<file path="src/rtl/rtarb_pkg.sv">
package rtarb_pkg;
  typedef enum logic [1:0] {
    OWN_NONE = 2'd0,
    OWN_RT   = 2'd1,
    OWN_BE   = 2'd2
  } owner_e;
endpackage

</file>
<file path="src/rtl/rtarb_pick.sv">
module rtarb_pick
  import rtarb_pkg::*;
#(
  parameter int LEN_W  = 6,
  parameter int BE_CAP = 4
) (
  input  logic             rt_req,
  input  logic [LEN_W-1:0] rt_len,
  input  logic             be_req,
  input  logic [LEN_W-1:0] be_len,
  output owner_e           pick,
  output logic [LEN_W-1:0] pick_len
);
  localparam logic [LEN_W-1:0] CAP_V = BE_CAP[LEN_W-1:0];

  logic             rt_ok;
  logic             be_ok;
  logic [LEN_W-1:0] be_trim;

  assign rt_ok   = rt_req && (rt_len != '0);
  assign be_ok   = be_req && (be_len != '0);
  assign be_trim = (be_len > CAP_V) ? CAP_V : be_len;

  // fixed priority: the real-time side wins every tie
  always_comb begin
    pick     = OWN_NONE;
    pick_len = '0;
    if (rt_ok) begin
      pick     = OWN_RT;
      pick_len = rt_len;
    end else if (be_ok) begin
      pick     = OWN_BE;
      pick_len = be_trim;
    end
  end
endmodule

</file>
<file path="src/rtl/rtarb_burst.sv">
module rtarb_burst
  import rtarb_pkg::*;
#(
  parameter int LEN_W = 6
) (
  input  logic             clk,
  input  logic             rst,
  input  owner_e           pick,
  input  logic [LEN_W-1:0] pick_len,
  output logic             rt_gnt,
  output logic             be_gnt,
  output logic             beat_valid,
  output logic             beat_last
);
  localparam logic [LEN_W-1:0] ONE_V = LEN_W'(1);
  localparam logic [LEN_W-1:0] TWO_V = LEN_W'(2);

  logic [LEN_W-1:0] left_q;
  logic             boundary;

  // a new owner is chosen only when idle or on the final beat
  assign boundary = !beat_valid || beat_last;

  always_ff @(posedge clk) begin
    if (rst) begin
      rt_gnt     <= 1'b0;
      be_gnt     <= 1'b0;
      beat_valid <= 1'b0;
      beat_last  <= 1'b0;
      left_q     <= '0;
    end else if (boundary) begin
      rt_gnt     <= (pick == OWN_RT);
      be_gnt     <= (pick == OWN_BE);
      beat_valid <= (pick != OWN_NONE);
      beat_last  <= (pick != OWN_NONE) && (pick_len == ONE_V);
      left_q     <= pick_len;
    end else begin
      left_q     <= left_q - ONE_V;
      beat_last  <= (left_q == TWO_V);
    end
  end
endmodule

</file>
<file path="src/rtl/rtarb_quota.sv">
module rtarb_quota #(
  parameter int FRAME_BEATS = 16
) (
  input  logic clk,
  input  logic rst,
  input  logic frame_start,
  input  logic rt_beat,
  output logic deadline_miss
);
  localparam int OWE_W = $clog2(FRAME_BEATS + 1);
  localparam logic [OWE_W-1:0] QUOTA_V = OWE_W'(FRAME_BEATS);

  logic [OWE_W-1:0] owed_q;
  logic [OWE_W-1:0] owed_nx;

  // the beat on the bus this cycle counts before the frame check
  assign owed_nx = (rt_beat && (owed_q != '0)) ? owed_q - OWE_W'(1) : owed_q;

  always_ff @(posedge clk) begin
    if (rst) begin
      owed_q        <= '0;
      deadline_miss <= 1'b0;
    end else if (frame_start) begin
      deadline_miss <= deadline_miss || (owed_nx != '0);
      owed_q        <= QUOTA_V;
    end else begin
      owed_q        <= owed_nx;
    end
  end
endmodule

</file>
<file path="src/rtl/rt_bus_arbiter.sv">
module rt_bus_arbiter
  import rtarb_pkg::*;
#(
  parameter int LEN_W       = 6,
  parameter int BE_CAP      = 4,
  parameter int FRAME_BEATS = 16
) (
  input  logic             clk,
  input  logic             rst,
  input  logic             frame_start,
  input  logic             rt_req,
  input  logic [LEN_W-1:0] rt_len,
  output logic             rt_gnt,
  input  logic             be_req,
  input  logic [LEN_W-1:0] be_len,
  output logic             be_gnt,
  output logic             beat_valid,
  output logic             beat_last,
  output logic             deadline_miss
);
  owner_e           pick;
  logic [LEN_W-1:0] pick_len;

  rtarb_pick #(.LEN_W(LEN_W), .BE_CAP(BE_CAP)) u_pick (
    .rt_req   (rt_req),
    .rt_len   (rt_len),
    .be_req   (be_req),
    .be_len   (be_len),
    .pick     (pick),
    .pick_len (pick_len)
  );

  rtarb_burst #(.LEN_W(LEN_W)) u_burst (
    .clk        (clk),
    .rst        (rst),
    .pick       (pick),
    .pick_len   (pick_len),
    .rt_gnt     (rt_gnt),
    .be_gnt     (be_gnt),
    .beat_valid (beat_valid),
    .beat_last  (beat_last)
  );

  rtarb_quota #(.FRAME_BEATS(FRAME_BEATS)) u_quota (
    .clk           (clk),
    .rst           (rst),
    .frame_start   (frame_start),
    .rt_beat       (rt_gnt && beat_valid),
    .deadline_miss (deadline_miss)
  );
endmodule

</file>
<file path="config.mk">
export PLATFORM = sky130hd
export DESIGN_NAME = rt_bus_arbiter
export DESIGN_NICKNAME = d
export VERILOG_FILES = /design/src/rtl/rtarb_pkg.sv /design/src/rtl/rtarb_pick.sv /design/src/rtl/rtarb_burst.sv /design/src/rtl/rtarb_quota.sv /design/src/rtl/rt_bus_arbiter.sv
export SDC_FILE = /design/constraint.sdc
export NUM_CORES = 1
export LEC_CHECK = 0
export ABC_AREA = 1
export BUFFER_PORTS_ARGS = -buffer_cell sky130_fd_sc_hd__clkbuf_2
export CELL_PAD_IN_SITES_DETAIL_PLACEMENT = 0
export CELL_PAD_IN_SITES_GLOBAL_PLACEMENT = 1
export CORE_AREA = 2 2 54 61
export DETAILED_ROUTE_END_ITERATION = 12
export DIE_AREA = 0 0 56 63
export PLACE_DENSITY_LB_ADDON = 0.08
export REMOVE_ABC_BUFFERS = 1
export SETUP_SLACK_MARGIN = 0.05
export SLEW_MARGIN = 20
export SYNTH_ARGS = -nofsm -noshare
export SYNTH_HDL_FRONTEND = slang
export SYNTH_HIERARCHICAL = 1
export SYNTH_SLANG_ARGS = --single-unit
</file>
<file path="constraint.sdc">
create_clock -name clk -period 1.7 [get_ports clk]
set_input_delay 0.085 -clock clk [delete_from_list [all_inputs] [get_ports clk]]
set_output_delay 0.085 -clock clk [all_outputs]
set_load 0.005 [all_outputs]
</file>
==> flow_summary.toml <==
[synthesis]
yosys-top-cells-area = "dfxtp_1 (31%), nand2_1 (14%), inv_1 (9.5%), nor2_1 (9.5%), nand3_1 (6.8%)"
syn_inst = 164
avgSynthCellArea_um2 = 6.25
syn-cell-area_mm2 = 0.00102
synth_warnings = 6
ys_seq_area_share_pct = 31.3
ys_types = 22
synth_top_area_share_pct = 31.3
yosysTopAreaCell = "dfxtp_1"
ys_seq_elements = 16

[grt]
grt_pass1_wl_um = 3680
grt_max_degree = 12
grt_pass1_vias = 919
antenna_found_initial = 0
grt_usage_pct = 13.1
grt-ovfl-total = 0

[power_and_ir_drop]
peakVddDrop_mv = 0.263
p_per_area_mw_per_mm2 = 710
p_leak_uw = 0.000615

[routing]
drt_wl_total_um = 2070
first_pass_iters = 4
dr.first_iter.drc_count = 13
vias = 998
drcViolationCount = 0
wl_per_cell_um = 9.35
ant_nets = 0
viasPerCell = 4.52

[timing]
finalSetupTns_ns = 0
worst_slew_margin_rel_pct = 83.6
fin_skew_ns = 0.00103
fin_crit_sh_pct = 86.2
fmax_mhz = 683
drv_slew = 0
hold_violations = 0
setup_viol = 0
worst_slew_pin_slew_ns = 0.246
grt_setup_unrepaired = "false"
period_needed_ns = 1.46

[critical_path]
cp-start-kind = "flip-flop"
crit_arrival_ns = 1.64
worstPathRequired_ns = 1.87
worst-setup-path-type = "flip-flop to flip-flop"
crit_path_end_kind = "flip-flop"
critPathMaxFanout = 4

[floorplanning]
die-height_um = 63
core_area_mm2 = 0.00294
dieArea_mm2 = 0.00353
rows = 21
ios = 22
initial_core_util_pct = 34.8
die_w_um = 56

[place]
post-dp-hpwl_um = 1740
placed_area_mm2 = 0.00116
place.gp.congestion = 0.789
port_buffers = 21

[clock_network]
clk_pin_slew_ns = 0.09
cts_root_buffer = "clkbuf_4"
cts_sinks = 16
ctsHoldBuffers = 0
cts_tree = "yes"
cts_buffers = 3
post_cts_buffers = 0
htree_levels = 1
cts_resized = 0
clk_latency_ns = 0.28
clockBufferDepth = 2

[cells_and_area]
most-common-layout-cells = "nand2_1 (38), inv_1 (26), nor2_1 (26)"
layout-drive-gt1-share_pct = 23.0
final_common_cell = "nand2_1"
nNetsFinal = 208
syn_to_final_growth_pct = 16.7
fin_area_mm2 = 0.00120
n_antenna_cell = 0
final_core_util_pct = 40.6

[outcome]
outcome = "finished, final reports clean"

[hold_path]
hp-class = "input port to flip-flop"

[run]
max_cap_violations = 0
## cell usage after synthesis
master	n
nand2_4	1
inv_1	26
nand2_2	3
inv_4	1
ha_1	3
o21ai_1	6
or2_1	1
buf_2	1
nand2_1	38
a21oi_2	2
o21ai_2	1
o21ai_0	2
a211oi_1	1
buf_4	1
nor2_1	26
nand3_2	1
nor2_2	6
nand3_1	14
inv_2	2
dfxtp_1	16
a21oi_1	11
nor2_8	1
## flip-flops by register name (all words and copies together) (netlist names)
signal and count:
u_quota/owed_q 5, u_burst/beat_valid 1, u_burst/be_gnt 1, u_burst/rt_gnt 1, u_quota/deadline_miss 1, u_burst/left_q 6
u_burst/beat_last 1
## final cells by class
cell class | count | area (um^2)
Tap cell | 34 | 42.5
Sequential cell | 16 | 320
Fill cell | 338 | 1750
Multi-Input combinational cell | 117 | 581
Inverter | 29 | 111
Timing Repair Buffer | 21 | 105
Clock buffer | 4 | 36.3
## layer usage
metal | part of all wire [%] | global-route usage [%] | vias up
met4 | 1.3 | 7.14 | 0
met3 | 3.9 | 1.45 | 2
li1 | - | - | 550
met1 | 45 | 15.4 | 428
met5 | 0 | 0 | -
met2 | 49 | 22.9 | 18
## power by group
| group | internal [uW] | switching (uW) | total (uW) |
|---|---|---|---|
| Clock | 130 | 116 | 246 |
| Combinational | 73.1 | 113 | 186 |
| Sequential | 399 | 17.9 | 417 |
| Total | 602 | 247 | 849 |
## final timing paths
path	from	to	slack, ns	cells past startpoint
worst min-delay path	frame_start	u_quota/owed_q[4]	0.05	3
worst min register to register	u_burst/left_q[0]	u_burst/left_q[0]	0.44	1
worst max-delay path	u_quota/owed_q[0]	u_quota/deadline_miss	0.24	9
worst max register to register	u_quota/owed_q[0]	u_quota/deadline_miss	0.24	9
## worst max-delay path, stage by stage, from the launching register on
cell and delay (ns):
dfxtp_1 0.32, inv_1 0.11, ha_1 0.20, inv_1 0.06
nor2_2 0.12, a21oi_2 0.09, a21oi_1 0.22, nand3_1 0.11
nand2_1 0.08, a21oi_2 0.05
## through the flow
step,power (uW),std cells,hold WS (ns),worst slack (ns)
after floorplan,550,162,0.147,0.406
after global routing,919,221,0.0345,0.108
after CTS,868,221,0.0383,0.241
after detailed placement,614,217,0.350,0.258
final,849,221,0.0473,0.235
after global placement,611,217,0.350,0.262
## cells by family after synthesis
group | after synthesis | share of synthesized area [%]
adder cells (fa/ha/maj) | 3 | 3.66
buffers and inverters | 31 | 12.1
AO/OA/AOI/OAI | 23 | 12.6
AND/OR/NAND/NOR | 91 | 40.4
flip-flops | 16 | 31.3
(Power assumes the default switching activity.)
